$ cat src/rtl/fracn_pkg.sv
package fracn_pkg;
  localparam int INT_W_DEF   = 9;
  localparam int MOD_W_DEF   = 12;
  localparam int MIN_DIV_DEF = 31;
  localparam int STAGES      = 3;
  localparam int CORR_W      = 4;
  typedef logic signed [CORR_W-1:0] corr_t;
endpackage

$ cat src/rtl/mash_stage.sv
module mash_stage #(
  parameter int W = 12
) (
  input  logic [W-1:0] acc,
  input  logic [W-1:0] addend,
  input  logic [W-1:0] modulus,
  output logic [W-1:0] sum_out,
  output logic         carry
);
  logic [W:0] s;
  always_comb begin
    s       = {1'b0, acc} + {1'b0, addend};
    carry   = (s >= {1'b0, modulus});
    sum_out = W'(carry ? (s - {1'b0, modulus}) : s);
  end
endmodule

$ cat src/rtl/mash3_mod.sv
module mash3_mod
  import fracn_pkg::*;
#(
  parameter int W = MOD_W_DEF
) (
  input  logic         clk,
  input  logic         rst,
  input  logic         adv,
  input  logic         clr,
  input  logic [W-1:0] frac,
  input  logic [W-1:0] modulus,
  output corr_t        corr
);
  logic [W-1:0] acc_q [STAGES];
  logic [W-1:0] nxt   [STAGES];
  logic [W-1:0] add   [STAGES+1];
  logic [STAGES-1:0] cy;
  logic c2_d1, c3_d1, c3_d2;

  assign add[0] = frac;

  for (genvar i = 0; i < STAGES; i++) begin : g_stage
    mash_stage #(.W(W)) u_stage (
      .acc    (acc_q[i]),
      .addend (add[i]),
      .modulus(modulus),
      .sum_out(nxt[i]),
      .carry  (cy[i])
    );
    assign add[i+1] = nxt[i];
  end

  // noise-cancelling combination: c1 + (1-z^-1)c2 + (1-z^-1)^2 c3
  always_comb begin
    corr = 4'sd0;
    if (cy[0]) corr = corr + 4'sd1;
    if (cy[1]) corr = corr + 4'sd1;
    if (c2_d1) corr = corr - 4'sd1;
    if (cy[2]) corr = corr + 4'sd1;
    if (c3_d1) corr = corr - 4'sd2;
    if (c3_d2) corr = corr + 4'sd1;
  end

  always_ff @(posedge clk) begin
    if (rst || clr) begin
      for (int i = 0; i < STAGES; i++) acc_q[i] <= '0;
      c2_d1 <= 1'b0;
      c3_d1 <= 1'b0;
      c3_d2 <= 1'b0;
    end else if (adv) begin
      for (int i = 0; i < STAGES; i++) acc_q[i] <= nxt[i];
      c2_d1 <= cy[1];
      c3_d1 <= cy[2];
      c3_d2 <= c3_d1;
    end
  end

  // correction confined to -3..+4
  a_r4_corr_range: assert property (@(posedge clk) disable iff (rst)
    (corr >= -4'sd3) && (corr <= 4'sd4));
endmodule

$ cat src/rtl/div_select.sv
module div_select
  import fracn_pkg::*;
#(
  parameter int INT_W   = INT_W_DEF,
  parameter int MIN_DIV = MIN_DIV_DEF,
  localparam int CNT_W  = INT_W + 1,
  localparam int RAW_W  = INT_W + 2
) (
  input  logic [INT_W-1:0] int_val,
  input  corr_t            corr,
  output logic [CNT_W-1:0] div_val
);
  logic signed [RAW_W-1:0] raw;
  always_comb begin
    raw = $signed({2'b00, int_val}) + $signed({{(RAW_W-CORR_W){corr[CORR_W-1]}}, corr});
    if (raw < RAW_W'(MIN_DIV)) div_val = CNT_W'(MIN_DIV);
    else                       div_val = CNT_W'(raw);
  end
endmodule

$ cat src/rtl/div_counter.sv
module div_counter #(
  parameter int CNT_W   = 10,
  parameter int MIN_DIV = 31
) (
  input  logic             clk,
  input  logic             rst,
  input  logic [CNT_W-1:0] load_val,
  output logic             term,
  output logic             pulse_out
);
  logic [CNT_W-1:0] cnt;
  assign term = (cnt == '0);

  always_ff @(posedge clk) begin
    if (rst) begin
      cnt       <= '0;
      pulse_out <= 1'b0;
    end else begin
      pulse_out <= term;
      if (term) cnt <= load_val - 1'b1;
      else      cnt <= cnt - 1'b1;
    end
  end

  // output pulse is a single clock wide
  a_r2_one_wide: assert property (@(posedge clk) disable iff (rst)
    pulse_out |=> !pulse_out);
  // every reload honours the divide floor
  a_r7_floor: assert property (@(posedge clk) disable iff (rst)
    term |=> (cnt >= CNT_W'(MIN_DIV - 1)));
endmodule

$ cat src/rtl/fracn_feedback_div.sv
module fracn_feedback_div
  import fracn_pkg::*;
#(
  parameter int INT_W   = INT_W_DEF,
  parameter int MOD_W   = MOD_W_DEF,
  parameter int MIN_DIV = MIN_DIV_DEF,
  localparam int CNT_W  = INT_W + 1
) (
  input  logic             clk,
  input  logic             rst,
  input  logic [INT_W-1:0] int_in,
  input  logic [MOD_W-1:0] frac_in,
  input  logic [MOD_W-1:0] mod_in,
  output logic             pulse_out
);
  logic [INT_W-1:0] int_q;
  logic [MOD_W-1:0] frac_q, mod_q;
  logic             term, clr;
  corr_t            corr;
  logic [CNT_W-1:0] div_val;

  // capture settings only at the terminal cycle
  always_ff @(posedge clk) begin
    if (rst || term) begin
      int_q  <= int_in;
      frac_q <= frac_in;
      mod_q  <= mod_in;
    end
  end

  assign clr = term && ((frac_in != frac_q) || (mod_in != mod_q) || (frac_in == '0));

  mash3_mod #(.W(MOD_W)) u_mod (
    .clk    (clk),
    .rst    (rst),
    .adv    (term),
    .clr    (clr),
    .frac   (frac_q),
    .modulus(mod_q),
    .corr   (corr)
  );

  div_select #(.INT_W(INT_W), .MIN_DIV(MIN_DIV)) u_sel (
    .int_val(int_q),
    .corr   (corr),
    .div_val(div_val)
  );

  div_counter #(.CNT_W(CNT_W), .MIN_DIV(MIN_DIV)) u_cnt (
    .clk      (clk),
    .rst      (rst),
    .load_val (div_val),
    .term     (term),
    .pulse_out(pulse_out)
  );

  // held settings move only at a terminal cycle
  a_r8_hold_between: assert property (@(posedge clk) disable iff (rst)
    !term |=> ($stable(int_q) && $stable(frac_q) && $stable(mod_q)));
  // zero fraction yields zero correction
  a_r3_no_dither: assert property (@(posedge clk) disable iff (rst)
    (term && (frac_q == '0)) |-> (corr == 4'sd0));
endmodule

$ cat config.mk
export PLATFORM = sky130hd
export DESIGN_NAME = fracn_feedback_div
export DESIGN_NICKNAME = d
export VERILOG_FILES = /design/src/rtl/fracn_pkg.sv /design/src/rtl/mash_stage.sv /design/src/rtl/mash3_mod.sv /design/src/rtl/div_select.sv /design/src/rtl/div_counter.sv /design/src/rtl/fracn_feedback_div.sv
export SDC_FILE = /design/constraint.sdc
export NUM_CORES = 1
export LEC_CHECK = 0
export ABC_AREA = 1
export BUFFER_PORTS_ARGS = -buffer_cell sky130_fd_sc_hd__buf_4
export CORE_ASPECT_RATIO = 0.7
export CORE_MARGIN = 1
export CORE_UTILIZATION = 28
export CTS_BUF_LIST = sky130_fd_sc_hd__clkbuf_16
export DETAILED_ROUTE_END_ITERATION = 6
export HOLD_SLACK_MARGIN = 0.08
export PLACE_DENSITY = 0.46
export SKIP_LAST_GASP = 1
export SLEW_MARGIN = 30
export SYNTH_ARGS = -nofsm -noshare
export SYNTH_HDL_FRONTEND = slang
export SYNTH_SLANG_ARGS = --single-unit
$ cat constraint.sdc
create_clock -name clk -period 16 [get_ports clk]
set_clock_uncertainty 0.1 [all_clocks]
set_input_delay 3.2 -clock clk [delete_from_list [all_inputs] [get_ports clk]]
set_output_delay 3.2 -clock clk [all_outputs]
set_load 0.02 [all_outputs]
==> flow_summary.ini, run 1 <==
[run_status]
status = finished clean

[yosys]
synth.distinct_cells = 48
synthTopCellsByArea = edfxtp_1, ha_1, inv_1
syn-mean-instance-area_um2 = 8.04
async_flop_share_pct = 0
synth_edf_count = 69
synth_most_common_cell = inv_1
synthTopCellsByCount = inv_1, nand2_1, ha_1, a21oi_1, edfxtp_1
synth_top_area_share_pct = 27.3
synth_flop_cell = edfxtp_1
syn_nets = 1076
netlist.top_cell.by_area = edfxtp_1
synth_cells = 945
ys_warn_count = 0
ys_ff_latch = 83
syn-cell-area_um2 = 7590
ys_seq_area_share_pct = 31.0

[critical_path]
critical_path.most_common_cell = nand2_1
cp_slowest_stage_delay_ps = 410
worstSetupPathType = flip-flop to flip-flop
cp.depth = 99
cp.arrival_ps = 14410
reg2reg_slack_ps = 1740
cp-start-kind = flip-flop
slowest_stage = fa_1
r2r_cells = 99
r2r_end = u_cnt.cnt[9]
startpoint = frac_q[0]
critPathBufInv = 14
worstPathMaxFanout = 25
cp_top_family = simple AND/OR/NAND/NOR gates
r2r-start = frac_q[0]
cp-end-kind = flip-flop
crit_required_ps = 16150

[drt]
drc = 0
wl_mm = 19.0
drt_iter0_drc = 393
wl_per_cell_um = 14.0
ant_nets = 0
via_per_inst = 4.38
num_vias = 5925
firstDrtPassIters = 5

[grt]
grt_max_degree = 52
antenna_found_initial = 0
grt_pass1_wl_mm = 31.7
grt_pass1_vias = 5796
grt-ovfl-total = 0
gr-usage-all-layers_pct = 14.8

[timing]
slew_viol_final = 0
fin_crit_ps = 14260
finalCritPeriodShare_pct = 89.1
grt_setup_unrepaired = false
setup_tns_ps = 0
tightest_slew_ps = 898
setup_viol = 0
hold_violations = 0
max_freq_ghz = 0.0701
fin_hold_ws_ps = 460
timing.slew.headroom_pct = 39.4

[placement]
place_inst = 1337
gp_congestion = 0.826
numPortBuffers = 35
dp_hpwl_mm = 15.3

[floorplanning]
std_cell_rows = 50
dieHeight_um = 140
core-area_um2 = 26700
start_util_pct = 28.4
die_area_um2 = 27800
die_x_um = 199
io_pins = 36

[hold_path]
hold_end = u_mod.c2_d1
min_from = u_mod.c2_d1
worstHoldPathCells = 2
hold_path_class = flip-flop to flip-flop

[finish]
num_antenna_cells = 0
post-route-util_pct = 32.2
area_growth_pct = 13.4
drive_above_1_share_pct = 12.3
nets = 1115
stdcell_count = 1353

[job]
drv_cap = 0

[cts]
cts_inserted_buffers = 9
tritoncts = built
clock_sinks = 83
cts-root-buf = clkbuf_16
post_cts.repair.setup_buffers = 0
path_clk_slew_ps = 70
clock_latency_ps = 360
h-tree-depth = 3
clock_path_buffers = 2
cells in the final DEF, fill, tap and decap left out, types with 24 or more instances in the layout:
master and instances:
a21oi_1 77, buf_4 40, edfxtp_1 69, ha_1 88, inv_1 165, nand2_1 157
nand3_1 31, nor2_1 62, o21ai_0 46, xnor2_1 24, xor2_1 51
through the flow:
step / area [µm²] / worst slack [ps]
5_1_grt: 8610 / 54.2
3_3_place_gp: 8310 / 1610
6_report: 8610 / 1740
2_1_floorplan: 7590 / 3650
4_1_cts: 8590 / 1310
3_5_place_dp: 8310 / 1390
metal layers:
metal  track usage, %  vias up  share of wire [%]
met3             3.15        8                3.9
met1             24.1     2611                 59
met4             3.04        0               0.63
met5                0        -                  0
li1                 -     3225                  -
met2             19.2       81                 37
worst max path at each step:
stage                         endpoint  slack (ps)
after floorplan           u_cnt.cnt[9]        3650
after global placement    u_cnt.cnt[9]        1610
after detailed placement  u_cnt.cnt[9]        1390
after CTS                 u_cnt.cnt[9]        1310
after global routing      u_cnt.cnt[9]          50
final                     u_cnt.cnt[9]        1740
worst register-to-register path, delay by kind of cell (launching register included):
kind / cells / cell delay [ps]
xor+xnor: 4 / 710
flops: 1 / 370
fa+ha+maj: 10 / 3050
buf+inv: 14 / 1200
compound gates: 26 / 4190
simple gates: 45 / 4530
layout make-up:
type,instances,area (µm²)
repair buffers,40,300
fillers,2847,18100
clock inverters,6,37.5
flip-flops and latches,83,2350
well taps,364,455
clock buffers,10,250
multi-input cells,680,4570
inverters,170,644
cells by family (layout without fill, tap and decap cells):
| kind of cell | after synthesis | after routing | share of synthesized area, % |
|---|---|---|---|
| simple gates | 338 | 338 | 22.1 |
| buf+inv | 182 | 226 | 9.04 |
| compound gates | 171 | 171 | 12.6 |
| fa+ha+maj | 96 | 96 | 16.6 |
| flops | 83 | 83 | 31.0 |
| xor+xnor | 75 | 75 | 8.65 |
sequential cells by signal, summed over array words and instances (netlist names):
| register | cells |
|---|---|
| int_q | 9 |
| frac_q | 12 |
| u_mod.c2_d1 | 1 |
| u_cnt.cnt | 10 |
| u_mod.acc_q | 36 |
| mod_q | 12 |
| u_cnt.pulse_out | 1 |
| u_mod.c3_d1 | 1 |
| u_mod.c3_d2 | 1 |
repair_timing:
| action | CTS | global route |
|---|---|---|
| hold buffers | 0 | 0 |
| endpoints found under the setup margin | 0 | 10 |
| endpoints found under the hold margin | 0 | 0 |
| gates resized for setup | 0 | 10 |
Power of run 1 is not shown: default switching activity piles up to over one toggle a cycle in this logic, so the estimate is an artifact.
==> run 2: changes to the inputs <==
Settings changed: BUFFER_PORTS_ARGS -buffer_cell sky130_fd_sc_hd__buf_4 to -buffer_cell sky130_fd_sc_hd__buf_2.
==> flow_summary.ini, run 2 (synthesized netlist as in run 1, its figures left out) <==
[run_status]
status = finished clean

[finish]
regMostFlops = u_mod.acc_q
nets = 1114
drive_above_1_share_pct = 12.1
reg_top3 = u_mod.acc_q (36), frac_q (12), mod_q (12)
mostFrequentLayoutCells = inv_1, nand2_1, ha_1
num_antenna_cells = 0
largest_reg_flops = 36
area_growth_pct = 12.2
final_common_cell = inv_1

[drt]
wl_mm = 19.2
num_vias = 6015
firstDrtPassIters = 5
via_per_inst = 4.45
wl_per_cell_um = 14.2
drc = 0
ant_nets = 0
drt_iter0_drc = 346

[floorplanning]
core-area_um2 = 26700
start_util_pct = 28.4
die_area_um2 = 27800
dieHeight_um = 140
io_pins = 36
die_x_um = 199
std_cell_rows = 50

[critical_path]
cp-end-kind = flip-flop
slowest_stage = fa_1
reg2reg_slack_ps = 1650
cp-start-kind = flip-flop
crit_required_ps = 16150
cp.arrival_ps = 14500
worstPathMaxFanout = 25
worstSetupPathType = flip-flop to flip-flop
cp_slowest_stage_delay_ps = 400
critical_path.most_common_cell = nand2_1

[grt]
met2_usage_pct = 19.7
grt_pass1_wl_mm = 31.7
grt-ovfl-total = 0
grt_pass1_vias = 5952
grt_max_degree = 57
global_route.usage.met1_pct = 23.0
use_met3_pct = 3.83
antenna_found_initial = 0
gr-usage-all-layers_pct = 14.8
busiest_layer = met1

[timing]
fin_hold_ws_ps = 456
fin_crit_ps = 14350
slew_viol_final = 0
max_freq_ghz = 0.0697
timing.slew.headroom_pct = 43.6
finalCritPeriodShare_pct = 89.7
hold_violations = 0
setup_viol = 0
tightest_slew_ps = 846

[cts]
cts_inserted_buffers = 9
cts_hold_buf = 0
post_cts.repair.setup_buffers = 0
tritoncts = built
clock_path_buffers = 2
cts_resized = 0
clock_sinks = 83
path_clk_slew_ps = 60
h-tree-depth = 3
clock_latency_ps = 360
cts-root-buf = clkbuf_16

[hold_path]
hold_path_class = flip-flop to flip-flop

[job]
drv_cap = 0

[placement]
gp_congestion = 0.832
numPortBuffers = 35
dp_hpwl_mm = 15.4
## run 2: layout make-up
cell class                      count  area (µm²)
Fill cell                        2863       18200
Tap cell                          364         455
Timing Repair Buffer               39         205
Clock buffer                       11         275
Sequential cell                    83        2350
Multi-Input combinational cell    680        4570
Clock inverter                      5        18.8
Inverter                          170         639
## run 2: worst paths after layout
path	from	endpoint	depth (start not counted)
worst max-delay path	frac_q[0]	u_cnt.cnt[9]	99
worst min-delay path	u_cnt.cnt[9]	u_cnt.cnt[9]	4
worst min register to register	u_cnt.cnt[9]	u_cnt.cnt[9]	4
worst max register to register	frac_q[0]	u_cnt.cnt[9]	99
## run 2: routing by layer
layer	wire length [µm]	part of all wire [%]
met1	10800	57
met2	7100	37
met5	0	0
met3	973	5.1
met4	258	1.3
## run 2: per-stage QoR
| step | std cells | utilization (%) | setup WS [ps] | TNS [ps] | instance area (µm²) |
|---|---|---|---|---|---|
| global route | 1352 | 31.9 | -16.2 | -32.2 | 8520 |
| CTS | 1352 | 31.8 | 1320 | 0 | 8500 |
| finish | 1352 | 31.9 | 1650 | 0 | 8520 |
| detailed placement | 1336 | 30.7 | 1400 | 0 | 8210 |
| global placement | 1336 | 30.7 | 1590 | 0 | 8210 |
| floorplan | 945 | - | 3650 | 0 | 7590 |
## run 2: critical path, delay by kind of cell, from the launching register on
family	cells	cell delay (ps)
simple gates	45	4460
compound gates	26	4160
xor+xnor	4	720
flops	1	380
buf+inv	14	1310
fa+ha+maj	10	3050
Power of run 2 is left out for the same reason.
==> run 3: changes to the inputs <==
Settings changed: CTS_BUF_LIST sky130_fd_sc_hd__clkbuf_16 to sky130_fd_sc_hd__clkbuf_4 sky130_fd_sc_hd__clkbuf_8.
==> flow_summary.ini, run 3 (synthesized netlist as in run 1, its figures left out) <==
[drt]
via_per_inst = 4.45
drc = 0
drt_iter0_drc = 368
num_vias = 6020
wl_per_cell_um = 14.2
firstDrtPassIters = 4
ant_nets = 0
wl_mm = 19.2

[critical_path]
r2r-start = frac_q[0]
cp.arrival_ps = 14560
cp-start-kind = flip-flop
worstSetupPathType = flip-flop to flip-flop
startpoint = frac_q[0]
slowest_stage = fa_1
cp-end-kind = flip-flop
crit_required_ps = 16190
cp_slowest_stage_delay_ps = 400
r2r_cells = 99
worstPathMaxFanout = 25
critical_path.most_common_cell = nand2_1

[placement]
dp_hpwl_mm = 15.4
pre_cts_slack_ps = 1400
numPortBuffers = 35
gp_congestion = 0.832

[floorplanning]
dieHeight_um = 140
std_cell_rows = 50
die_x_um = 199
io_pins = 36
start_util_pct = 28.4
core-area_um2 = 26700
die_area_um2 = 27800

[grt]
grt_pass1_wl_mm = 31.6
grt_pass1_vias = 5922
grt_max_degree = 57
grt-ovfl-total = 0
antenna_found_initial = 0
gr-usage-all-layers_pct = 14.8

[cts]
cts-root-buf = clkbuf_8
tritoncts = built
path_clk_slew_ps = 80
clock_sinks = 83
cts_inserted_buffers = 9
h-tree-depth = 3
clock_latency_ps = 390
clock_path_buffers = 2

[finish]
area_growth_pct = 11.4
mostFrequentLayoutCells = inv_1, nand2_1, ha_1
largest_reg_flops = 36
nFillCells = 2872
nets = 1114
final_common_cell = inv_1
num_antenna_cells = 0
reg_top3 = u_mod.acc_q (36), frac_q (12), mod_q (12)
regMostFlops = u_mod.acc_q
drive_above_1_share_pct = 12.6

[timing]
slew_viol_final = 0
timing.slew.headroom_pct = 44.0
hold_violations = 0
setup_viol = 0
setup_tns_ps = 0
fin_hold_ws_ps = 459
layout_setup_ws_ps = 1630
grt_setup_unrepaired = false
fin_crit_ps = 14370
tightest_slew_ps = 840
finalCritPeriodShare_pct = 89.8
max_freq_ghz = 0.0696

[hold_path]
hold_path_class = flip-flop to flip-flop
min_from = u_cnt.cnt[9]
worstHoldPathCells = 4

[run_status]
status = finished clean

[job]
drv_cap = 0
## run 3: cell types whose count changed in the layout (fill, tap and decap cells not counted), moves of 2 or more
cell,delta
clkbuf_8,+11
inv_1,-3
clkbuf_4,+3
clkbuf_16,-11
bufinv_16,+2
## run 3: layout make-up
class	instances	area [µm²]	share of cell area [%]
multi-input cells	680	4570	54.1
inverters	170	639	7.56
flip-flops and latches	83	2350	27.8
clock inverters	2	60.1	0.710
well taps	364	455	5.38
clock buffers	14	174	2.06
repair buffers	39	205	2.43
## run 3: final timing paths
path	to	slack (ps)
worst min register to register	u_cnt.cnt[9]	460
worst max-delay path	u_cnt.cnt[9]	1630
worst min-delay path	u_cnt.cnt[9]	460
worst max register to register	u_cnt.cnt[9]	1630
## run 3: layer usage
layer / global-route usage, % / wire, µm / vias to the layer above / share of wire (%)
met4: 3.77 / 251 / 0 / 1.3
met1: 23.2 / 11000 / 2701 / 57
met2: 19.6 / 7040 / 97 / 37
li1: - / - / 3206 / -
met5: 0 / 0 / - / 0
met3: 3.61 / 894 / 16 / 4.7
## run 3: timing repair
item                                    4_1_cts  5_1_grt
resized for setup                             0        6
setup buffers                                 0        0
hold buffers                                  0        0
endpoints found under the setup margin        0       10
## run 3: metrics by stage
stage	std cells	cell area [µm²]	util, %
2_1_floorplan	945	7590	-
3_3_place_gp	1336	8210	30.7
3_5_place_dp	1336	8210	30.7
4_1_cts	1352	8440	31.6
5_1_grt	1352	8460	31.7
6_report	1352	8460	31.7
## run 3: worst max-delay path, delay by kind of cell, from the launching register on
family	cells	cell delay (ps)
AND/OR/NAND/NOR	45	4460
AO/OA/AOI/OAI	26	4190
adder cells (fa/ha/maj)	10	3030
buffers and inverters	14	1310
XOR/XNOR	4	720
flip-flops	1	390
Power of run 3 is left out for the same reason.
